`config.mk`:
```
export PLATFORM = sky130hd
export DESIGN_NAME = acq_burst_ctrl
export DESIGN_NICKNAME = d
export VERILOG_FILES = /design/src/rtl/acq_burst_pkg.sv /design/src/rtl/acq_cfg_latch.sv /design/src/rtl/acq_sample_pacer.sv /design/src/rtl/acq_line_fsm.sv /design/src/rtl/acq_burst_ctrl.sv
export SDC_FILE = /design/constraint.sdc
export NUM_CORES = 1
export LEC_CHECK = 0
export ABC_AREA = 1
export CAP_MARGIN = 10
export CORE_MARGIN = 2
export CORE_UTILIZATION = 54
export DETAILED_ROUTE_END_ITERATION = 12
export GPL_TIMING_DRIVEN = 0
export PLACE_DENSITY = 0.82
export SLEW_MARGIN = 20
export SYNTH_ARGS = -nofsm -noshare
export SYNTH_HDL_FRONTEND = slang
export SYNTH_SLANG_ARGS = --single-unit
```
`constraint.sdc`:
```
create_clock -name clk -period 2.19 [get_ports clk]
set_input_delay 0.438 -clock clk [delete_from_list [all_inputs] [get_ports clk]]
set_output_delay 0.438 -clock clk [all_outputs]
set_load 0.01 [all_outputs]
```
`src/rtl/acq_burst_pkg.sv`:
```
package acq_burst_pkg;
  typedef enum logic [1:0] {
    ST_IDLE   = 2'd0,
    ST_STROBE = 2'd1,
    ST_SAMPLE = 2'd2
  } acq_state_e;
endpackage

```
`src/rtl/acq_cfg_latch.sv`:
```
module acq_cfg_latch #(
  parameter int LINE_BITS = 5
) (
  input  logic                 clk,
  input  logic                 rst_n,
  input  logic                 launch_i,
  input  logic [LINE_BITS-1:0] nlast_i,
  input  logic                 dual_i,
  output logic [LINE_BITS-1:0] nlast_o,
  output logic                 dual_o
);
  // Burst configuration is frozen at launch so mid-burst writes are inert.
  always_ff @(posedge clk) begin
    if (!rst_n) begin
      nlast_o <= '0;
      dual_o  <= 1'b0;
    end else if (launch_i) begin
      nlast_o <= nlast_i;
      dual_o  <= dual_i;
    end
  end
endmodule

```
`src/rtl/acq_sample_pacer.sv`:
```
module acq_sample_pacer #(
  parameter int SAMPLE_BITS = 14
) (
  input  logic                   clk,
  input  logic                   rst_n,
  input  logic                   run_i,
  input  logic                   late_i,
  output logic                   fire_o,
  output logic                   last_o,
  output logic [SAMPLE_BITS-1:0] sidx_o
);
  localparam logic [SAMPLE_BITS-1:0] SIDX_LAST = {SAMPLE_BITS{1'b1}};

  logic phase;

  always_ff @(posedge clk) begin
    if (!rst_n || !run_i) begin
      phase  <= 1'b0;
      sidx_o <= '0;
    end else begin
      phase <= ~phase;
      if (phase) sidx_o <= sidx_o + SAMPLE_BITS'(1);
    end
  end

  assign fire_o = run_i && (phase == late_i);
  assign last_o = run_i && phase && (sidx_o == SIDX_LAST);

  AST_FIRE_SPACED: assert property (@(posedge clk) disable iff (!rst_n)
    fire_o |=> !fire_o);
endmodule

```
`src/rtl/acq_line_fsm.sv`:
```
module acq_line_fsm
  import acq_burst_pkg::*;
#(
  parameter int LINE_BITS = 5
) (
  input  logic                 clk,
  input  logic                 rst_n,
  input  logic                 start_i,
  input  logic [LINE_BITS-1:0] nlast_i,
  input  logic                 line_end_i,
  output logic                 launch_o,
  output logic [LINE_BITS-1:0] line_o,
  output logic                 strobe_o,
  output logic                 run_o,
  output logic                 done_o
);
  acq_state_e state;

  always_ff @(posedge clk) begin
    if (!rst_n) begin
      state  <= ST_IDLE;
      line_o <= '0;
    end else begin
      case (state)
        ST_IDLE: if (start_i) begin
          state  <= ST_STROBE;
          line_o <= '0;
        end
        ST_STROBE: state <= ST_SAMPLE;
        ST_SAMPLE: if (line_end_i) begin
          if (line_o == nlast_i) begin
            state <= ST_IDLE;
          end else begin
            line_o <= line_o + LINE_BITS'(1);
            state  <= ST_STROBE;
          end
        end
        default: state <= ST_IDLE;
      endcase
    end
  end

  assign launch_o = (state == ST_IDLE) && start_i;
  assign strobe_o = (state == ST_STROBE);
  assign run_o    = (state == ST_SAMPLE);
  assign done_o   = (state == ST_IDLE);

  AST_STROBE_SINGLE: assert property (@(posedge clk) disable iff (!rst_n)
    strobe_o |=> !strobe_o);
  AST_LAST_LINE_DONE: assert property (@(posedge clk) disable iff (!rst_n)
    (run_o && line_end_i && line_o == nlast_i) |=> done_o);
  AST_NEXT_LINE_STROBE: assert property (@(posedge clk) disable iff (!rst_n)
    (run_o && line_end_i && line_o != nlast_i) |=> strobe_o);
endmodule

```
`src/rtl/acq_burst_ctrl.sv`:
```
module acq_burst_ctrl #(
  parameter int LINE_BITS   = 5,
  parameter int SAMPLE_BITS = 14,
  localparam int ADDR_BITS  = LINE_BITS + SAMPLE_BITS
) (
  input  logic                 clk,
  input  logic                 rst_n,
  input  logic                 start_i,
  input  logic [LINE_BITS-1:0] line_cnt_m1_i,
  input  logic                 dual_rate_i,
  output logic                 line_start_o,
  output logic                 smp_valid_o,
  output logic [ADDR_BITS-1:0] smp_addr_o,
  output logic                 done_o
);
  logic                   launch;
  logic [LINE_BITS-1:0]   nlast_q;
  logic                   dual_q;
  logic [LINE_BITS-1:0]   line_idx;
  logic                   run;
  logic                   line_end;
  logic                   late;
  logic [SAMPLE_BITS-1:0] sidx;

  acq_cfg_latch #(.LINE_BITS(LINE_BITS)) u_cfg (
    .clk(clk), .rst_n(rst_n), .launch_i(launch),
    .nlast_i(line_cnt_m1_i), .dual_i(dual_rate_i),
    .nlast_o(nlast_q), .dual_o(dual_q)
  );

  acq_line_fsm #(.LINE_BITS(LINE_BITS)) u_fsm (
    .clk(clk), .rst_n(rst_n), .start_i(start_i), .nlast_i(nlast_q),
    .line_end_i(line_end), .launch_o(launch), .line_o(line_idx),
    .strobe_o(line_start_o), .run_o(run), .done_o(done_o)
  );

  // Odd lines in double-rate mode take the second cycle of each slot.
  assign late = dual_q && line_idx[0];

  acq_sample_pacer #(.SAMPLE_BITS(SAMPLE_BITS)) u_pace (
    .clk(clk), .rst_n(rst_n), .run_i(run), .late_i(late),
    .fire_o(smp_valid_o), .last_o(line_end), .sidx_o(sidx)
  );

  assign smp_addr_o = {line_idx, sidx};

  AST_IDLE_QUIET: assert property (@(posedge clk) disable iff (!rst_n)
    done_o |-> (!smp_valid_o && !line_start_o));
  AST_LAUNCH_RESPONSE: assert property (@(posedge clk) disable iff (!rst_n)
    (done_o && start_i) |=> (!done_o && line_start_o));
  AST_FIRST_SLOT_PHASE: assert property (@(posedge clk) disable iff (!rst_n)
    line_start_o |=> (smp_valid_o == !(dual_q && line_idx[0])));
  AST_BUSY_START_IGNORED: assert property (@(posedge clk) disable iff (!rst_n)
    (!done_o && start_i && !line_end) |=> !line_start_o);
endmodule

```
[After elaboration in Yosys (flattened, before gate mapping)]
Cells that the tools add are included.
Storage, ports and cells
  bits of input ports: 9
  output and inout port bits: 22
  logic and storage cells: 37
  register bits: 28
Operators by class
  add/sub/neg operators: 2
  bitwise logic cells: 1
  reduce and logical (&&, ||, !) cells: 12
  eq/ne operators: 8
  muxes and demuxes: 8
Operators with widths (count)
  $mux W5: 3
  $add A14 B1 Y14 const B: 1
  $eq A14 B14 Y1 const B: 1
  $pmux W5 S2: 1
  $ne A2 B2 Y1 const B: 3
  $pmux W2 S3: 1
  $add A5 B1 Y5 const B: 1
  $eq A5 B5 Y1: 1
  $logic_and A1 B1 Y1: 5
  $mux W2: 2
  $reduce_and A4 Y1: 1
  $eq A2 B1 Y1 const B: 1
  $eq A2 B2 Y1 const B: 1
  $logic_not A1 Y1: 2
  $logic_not A2 Y1: 1
  $reduce_and A2 Y1: 1
  $reduce_bool A2 Y1: 1
  $eq A1 B1 Y1: 1
  $logic_or A1 B1 Y1: 1
  $mux W1: 1
  $not A1 Y1: 1

[Longest topological paths before layout]
Gate-level depths: netlist of the first run.
  depth after elaboration: 5
  mapped depth: 10
  mapped depth without buffers: 10

[By module]
From an unflattened synthesis of the first run, not the netlist that was laid out.
Unflattened totals
  cells, all modules: 222
  area total of the unflattened synthesis: 1471.4 µm²
Modules (own cells, without submodules)
  acq_sample_pacer: area each 755.7 µm², times used 1, cells an instance 106
  acq_line_fsm: area each 451.7 µm², times used 1, cells an instance 77
  acq_cfg_latch: area each 256.5 µm², times used 1, cells an instance 37
  acq_burst_ctrl: area each 7.5 µm², times used 1, cells an instance 2

[Least setup slack after synthesis of the first run]
No wires, ideal clock.
  kind: register -> register
  from: register u_pace.sidx_o[0]
  to: register u_fsm.line_o[3]
  cell stages (with the launch flop): 11
  required time: 2078 ps
  clock period less this slack: 1425 ps
  arrival time: 1313 ps
  slack: 765 ps
  path buffers: 0
  path through: dfxtp_1 -> ha_1 -> nand2_2 -> nor2_4 -> nand2_4 -> nor2_4 -> nor2_2 -> nor2_8 -> nand3_1 -> nand2_1 -> nor2_2
On the way
  longest elaborated chain between the ends: 4
Ends and longest elaborated chain
  start, declared: line acq_sample_pacer.sv:10  | output logic [SAMPLE_BITS-1:0] sidx_o
  start signal, assigned: line acq_sample_pacer.sv:22  | if (phase) sidx_o <= sidx_o + SAMPLE_BITS'(1);
  $eq A14 B14 Y1: line acq_sample_pacer.sv:27  | assign last_o = run_i && phase && (sidx_o == SIDX_LAST);
  $logic_and A1 B1 Y1: line acq_sample_pacer.sv:27
  $ne A2 B2 Y1 (no source line)
  $reduce_and A4 Y1 (no source line)
  end signal, assigned: line acq_line_fsm.sv:34  | line_o <= line_o + LINE_BITS'(1);
  end, declared: line acq_line_fsm.sv:12  | output logic [LINE_BITS-1:0] line_o,
No other way between the ends.
A chain may end at the register's enable or synchronous reset.

[Worst setup path after layout of the first run]
  from: register u_fsm.state[0]
  to: output port smp_valid_o
On the way
  longest elaborated chain between the ends: 2
Ends and longest elaborated chain
  start, declared: line acq_line_fsm.sv:17  | acq_state_e state;
  start signal, assigned: line acq_line_fsm.sv:21  | state <= ST_IDLE;
  start signal, assigned: line acq_line_fsm.sv:26  | state <= ST_STROBE;
  start signal, assigned: line acq_line_fsm.sv:29  | ST_STROBE: state <= ST_SAMPLE;
  $eq A2 B2 Y1: line acq_line_fsm.sv:45  | assign run_o = (state == ST_SAMPLE);
  $logic_and A1 B1 Y1: line acq_sample_pacer.sv:26  | assign fire_o = run_i && (phase == late_i);
  end, declared: line acq_burst_ctrl.sv:12  | output logic smp_valid_o,
No other way between the ends.

==> flow_metrics.tcl, run 1 <==
set metrics [dict create \
    place.detailed.hpwl_mm 2.34 \
    insertion_delay_ps 340 \
    number_of_antenna_violations_at_the_first_check_in_global_routing 0 \
    setup-violations-final 0 \
    synth.avg_cell_area_sq_um 7.00 \
    overflow 0 \
    cp_bufs_invs 3 \
    synthesis.area_sq_um 1460 \
    ioPinCount 31 \
    synth_cell_type_count 29 \
    crit_path_start_kind "register" \
    highest-signal-layer "met4" \
    achievable-frequency_mhz 495 \
    placed_cell_area_sq_um 1800 \
    floorplan.die.width_microns 56.1 \
    fp-row-count 18 \
    cp.required_ps 1750 \
    final_skew_ps 9.21 \
    routedLengthMet1_mm 1.44 \
    rr_worst_depth 10 \
    grt_start_max_net_pins 17 \
    finalWirelength_mm 3.01 \
    core_area_sq_um 2520 \
    run_status "finished clean" \
    synth-adder-area-share 0.0171 \
    vias_per_cell 5.03 \
    yosys-mux-area-fraction 0 \
    timing.critical_path.fanout_max 6 \
    ir_drop_mv 0.616 \
    firstDrtPassIters 4 \
    grt_util_all_layers 0.203 \
    synth_area_in_xor_xnor 0.0120 \
    post_synth_inst_count 209 \
    max_cap_viol_count 0 \
    number_of_enable_flip_flop_cells_after_synthesis 0 \
    crit_slowest_cell "dfxtp_1" \
    effective_utilization_at_floorplan 0.580 \
    tns_ps 0 \
    static-leakage-power_nw 0.751 \
    mappedNetlistNets 220 \
    antenna_cells 0 \
    drtIter0Drc 43 \
    main_combinational_cell_family_by_area_after_synthesis "simple AND/OR/NAND/NOR gates" \
    finalNetCount 255 \
    first_global_vias 1263 \
    synth-main-ff-cell "dfxtp_1" \
    endpoint_kind "output pin" \
    yosysWarnings 0 \
    fin_area_sq_um 1850 \
    clk_pin_slew_ps 160 \
    worstSetupPathType "register to output pin" \
    share_of_the_cycle_needed_by_the_critical_path_after_routing 0.922 \
    clock_tree_from_tritoncts "yes" \
    ant_nets 0 \
    cts_resized 2 \
    worstPathArrival_ps 1580 \
    weighted_congestion_at_the_end_of_routability_driven_global_placement 0.809 \
    detailroute.wirelength.met2_mm 1.43 \
    clock_tree.htree_level_count 1 \
    hp-class "register to register" \
    post_cts.repair.setup_buffers 0 \
    die_footprint_sq_um 3140 \
    met3_length_microns 94 \
    hold_viol 0 \
    port-buffer-count 30 \
    die-height_microns 56.1 \
    hold_depth 2 \
    critical_path_depth 6 \
    drc_errors 0 \
    grt_pass1_wl_mm 5.18 \
    unrepaired_setup_endpoints_after_global_routing "no" \
    via_count 1373 \
    yosys.area_share.simple 0.365 \
    nFillCells 207 \
    slew_viol_final 0 \
    area_grow_syn2layout_pct 26.6 \
    clockRootBuffer "clkbuf_4" \
    synth_async_sr_flop_share 0 \
    post_route_cells_drive_above_1_share 0.128 \
    seq_area_frac_synth 0.383 \
    synth_seq_cells 28 \
    critical_path.top_delay_family "buffers and inverters" \
    relSlewSlack 0.731 \
    max_slew.worst_pin.slew_ps 403 \
    max-clock-path-buffers 2 \
    post_cts_hold_buffer_count 0 \
    critPathMaxStageDelay_ps 360 \
    cts_inserted_buffers 3 \
    finalCriticalPeriod_ps 2020 \
    power_per_cell_area_nw_per_um2 727 \
    clock_sink_count 28 \
    wire_per_inst_microns 11.0 \
    synth-compound-area-share 0.132 \
    worstPathCellList "inv_1 -> nand2_2 -> inv_2 -> o21ai_0 -> a21oi_1 -> dlygate4sd2_1" \
]
cell type report:
| cell class | count | area, sq um | area share |
|---|---|---|---|
| repair buffers | 30 | 299 | 0.161 |
| plain buffers | 3 | 18.8 | 0.0101 |
| multi-input cells | 148 | 771 | 0.416 |
| inverters | 30 | 114 | 0.0614 |
| clock buffers | 3 | 22.5 | 0.0122 |
| well taps | 30 | 37.5 | 0.0203 |
| clock inverters | 1 | 30.0 | 0.0162 |
| flip-flops and latches | 28 | 561 | 0.302 |
cell usage in the layout (no fill, tap or decap), types with 2 or more instances in the layout:
cell type | Yosys | routed
nand2_1 | 41 | 41
nor2_1 | 32 | 32
clkdlybuf4s50_1 | 0 | 29
dfxtp_1 | 28 | 28
inv_1 | 28 | 27
o21ai_0 | 16 | 16
a21oi_1 | 13 | 13
nand3_1 | 9 | 9
nor2_2 | 8 | 8
nand2_2 | 5 | 5
nor2_4 | 4 | 4
nand4_1 | 4 | 4
clkbuf_4 | 0 | 3
inv_2 | 1 | 2
clkbuf_1 | 2 | 2
nor3_1 | 2 | 2
ha_1 | 2 | 2
per-layer routing:
layer | global-route usage | vias up
met4 | 0.0816 | 0
met1 | 0.271 | 609
met2 | 0.334 | 27
met3 | 0.0233 | 4
li1 | - | 733
met5 | 0 | -
worst min-delay path, cell delays in order, from the launching register on:
cell and delay, ps:
dfxtp_1 340, inv_1 70, a21oi_1 60
synthesized netlist by cell type (all sizes together), types with 2 or more instances:
library cell,number,area share
nor3,2,0.0068
nand3,10,0.038
o21ai,17,0.061
clkbuf,2,0.0051
nand2,47,0.13
nor2,45,0.16
ha,2,0.017
nand4,5,0.026
dfxtp,28,0.38
a21oi,14,0.050
inv,29,0.074
metrics by stage:
step                      hold slack [ps]  power [mW]  setup WS [ps]  utilization  instances
after CTS                             490        1.36            153        0.735        273
final                                 491        1.35            172        0.735        273
after global placement                460       0.997            213        0.714        269
after floorplan                       444       0.878            765            -        209
after global routing                  507        1.43           61.0        0.735        273
after detailed placement              470        1.01            217        0.714        269
where the power goes:
group	switching [mW]	internal [mW]	leakage [nW]	total, mW
Combinational	0.231	0.168	0.495	0.399
Clock	0.160	0.185	0.0279	0.346
Sequential	0.0485	0.554	0.228	0.602
Total	0.440	0.907	0.751	1.35
worst paths after layout:
path	startpoint	to	slack, ps
worst max-delay path	u_fsm.state[0]$_SDFFE_PN0P_	smp_valid_o	170
worst min-delay path	u_cfg.nlast_o[4]$_SDFFE_PN0P_	u_cfg.nlast_o[4]$_SDFFE_PN0P_	490
worst max register to register	u_pace.sidx_o[0]$_SDFFE_PP0P_	u_fsm.line_o[4]$_SDFFE_PN0P_	670
worst min register to register	u_cfg.nlast_o[4]$_SDFFE_PN0P_	u_cfg.nlast_o[4]$_SDFFE_PN0P_	490
sequential cells by signal, summed over array words and instances (netlist names):
signal,count
u_pace.sidx_o,14
u_pace.phase,1
u_fsm.state,2
u_cfg.dual_o,1
u_cfg.nlast_o,5
u_fsm.line_o,5
kinds of logic (layout without fill, tap and decap cells):
| logic type | count (synthesis) | in the layout |
|---|---|---|
| compound gates | 35 | 35 |
| xor+xnor | 2 | 2 |
| fa+ha+maj | 2 | 2 |
| buf+inv | 33 | 67 |
| flops | 28 | 28 |
| simple gates | 109 | 109 |
(Power assumes the default switching activity.)
==> inputs of run 2 (changes only) <==
--- a/config.mk
+++ b/config.mk
@@ -7,7 +7,7 @@
 export LEC_CHECK = 0
 export ABC_AREA = 1
 export CAP_MARGIN = 10
-export CORE_MARGIN = 2
+export CORE_MARGIN = 3
 export CORE_UTILIZATION = 54
 export DETAILED_ROUTE_END_ITERATION = 12
 export GPL_TIMING_DRIVEN = 0
==> flow_metrics.tcl, run 2 (same netlist as run 1, synthesis figures left out) <==
set metrics [dict create \
    cts_resized 3 \
    power_per_cell_area_nw_per_um2 691 \
    worstSetupPathType "register to output pin" \
    vias_per_cell 4.98 \
    ioPinCount 31 \
    register_with_the_highest_flop_count "u_pace.sidx_o" \
    clock_sink_count 28 \
    endpoint_kind "output pin" \
    drtIter0Drc 52 \
    hp-class "register to register" \
    antenna_cells 0 \
    timing.critical_path.fanout_max 6 \
    slew_viol_final 0 \
    share_of_the_cycle_needed_by_the_critical_path_after_routing 0.921 \
    max-clock-path-buffers 2 \
    placed_cell_area_sq_um 1800 \
    fin_area_sq_um 1840 \
    weighted_congestion_at_the_end_of_routability_driven_global_placement 0.877 \
    detailedPlace.worstSlack_ps 194 \
    finalCriticalPeriod_ps 2020 \
    post-route-worst-setup-slack_ps 173 \
    clk_pin_slew_ps 150 \
    place.detailed.hpwl_mm 2.52 \
    max_cap_viol_count 0 \
    grt_util_all_layers 0.207 \
    ant_nets 0 \
    tns_ps 0 \
    effective_utilization_at_floorplan 0.580 \
    clock_tree_from_tritoncts "yes" \
    crit_path_start_kind "register" \
    relSlewSlack 0.727 \
    mostFrequentLayoutCell "nand2_1" \
    final_util 0.729 \
    cp.required_ps 1750 \
    post_cts_hold_buffer_count 0 \
    finalNetCount 255 \
    port-buffer-count 30 \
    cell_count_after_placement 269 \
    overflow 0 \
    setup-violations-final 0 \
    area_grow_syn2layout_pct 25.6 \
    via_count 1360 \
    post_route_cells_drive_above_1_share 0.132 \
    p_total_mw 1.27 \
    most-common-layout-cells "nand2_1 (41), nor2_1 (32), clkdlybuf4s50_1 (29)" \
    cts_inserted_buffers 3 \
    post_cts.repair.setup_buffers 0 \
    grt_start_max_net_pins 16 \
    holdWs_ps 488 \
    ir_drop_mv 0.620 \
    run_status "finished clean" \
    clock_tree.htree_level_count 1 \
    drc_errors 0 \
    unrepaired_setup_endpoints_after_global_routing "no" \
    finalWirelength_mm 3.23 \
    flip_flop_count_of_the_largest_register_all_copies_and_words_added 14 \
    wire_per_inst_microns 11.8 \
    static-leakage-power_nw 0.744 \
    hold_viol 0 \
    clockRootBuffer "clkbuf_4" \
    core_area_sq_um 2520 \
    worstPathArrival_ps 1580 \
    post_layout_nonfiller_instances 273 \
    floorplan.die.width_microns 58.1 \
    final_skew_ps 2.85 \
    insertion_delay_ps 330 \
    number_of_antenna_violations_at_the_first_check_in_global_routing 0 \
    first_global_vias 1320 \
    die-height_microns 58.1 \
    firstDrtPassIters 4 \
    grt_pass1_wl_mm 5.55 \
    die_footprint_sq_um 3370 \
    achievable-frequency_mhz 496 \
    fp-row-count 18 \
    max_slew.worst_pin.slew_ps 409 \
    layout_top_registers "u_pace.sidx_o x14, u_cfg.nlast_o x5, u_fsm.line_o x5" \
]
## run 2: cell types whose count changed in the layout (fill, tap and decap cells not counted), sizes merged
| cell | previous run | this run |
|---|---|---|
| clkbuf | 5 | 6 |
| bufinv | 1 | 0 |
## run 2: cell type report
class,instances,area (sq um)
Buffer,3,18.8
Multi-Input combinational cell,148,771
Fill cell,225,684
Timing Repair Buffer,30,299
Inverter,30,114
Tap cell,30,37.5
Clock buffer,4,36.3
Sequential cell,28,562
## run 2: worst paths after layout
kind	to	cells after the start	slack, ps	start
max	smp_valid_o	6	170	u_fsm.state[0]$_SDFFE_PN0P_
min	u_cfg.nlast_o[4]$_SDFFE_PN0P_	2	490	u_cfg.nlast_o[4]$_SDFFE_PN0P_
max reg2reg	u_fsm.line_o[2]$_SDFFE_PN0P_	9	670	u_pace.sidx_o[0]$_SDFFE_PP0P_
min reg2reg	u_cfg.nlast_o[4]$_SDFFE_PN0P_	2	490	u_cfg.nlast_o[4]$_SDFFE_PN0P_
## run 2: critical path, stage by stage (launching register included)
cell,delay (ps)
dfxtp_1,350
inv_1,130
nand2_2,130
inv_2,140
o21ai_0,100
a21oi_1,120
dlygate4sd2_1,280
## run 2: where the power goes
group / internal, mW / switching (mW) / leakage [nW] / total [mW]
combinational: 0.168 / 0.237 / 0.495 / 0.405
clock: 0.102 / 0.158 / 0.0210 / 0.260
sequential: 0.554 / 0.0516 / 0.228 / 0.606
total: 0.824 / 0.446 / 0.744 / 1.27
## run 2: layer usage
metal	vias up	part of all wire	GRT usage
li1	727	-	-
met1	606	0.47	0.259
met2	21	0.48	0.356
met3	6	0.028	0.0267
met4	0	0.015	0.0861
met5	-	0	0
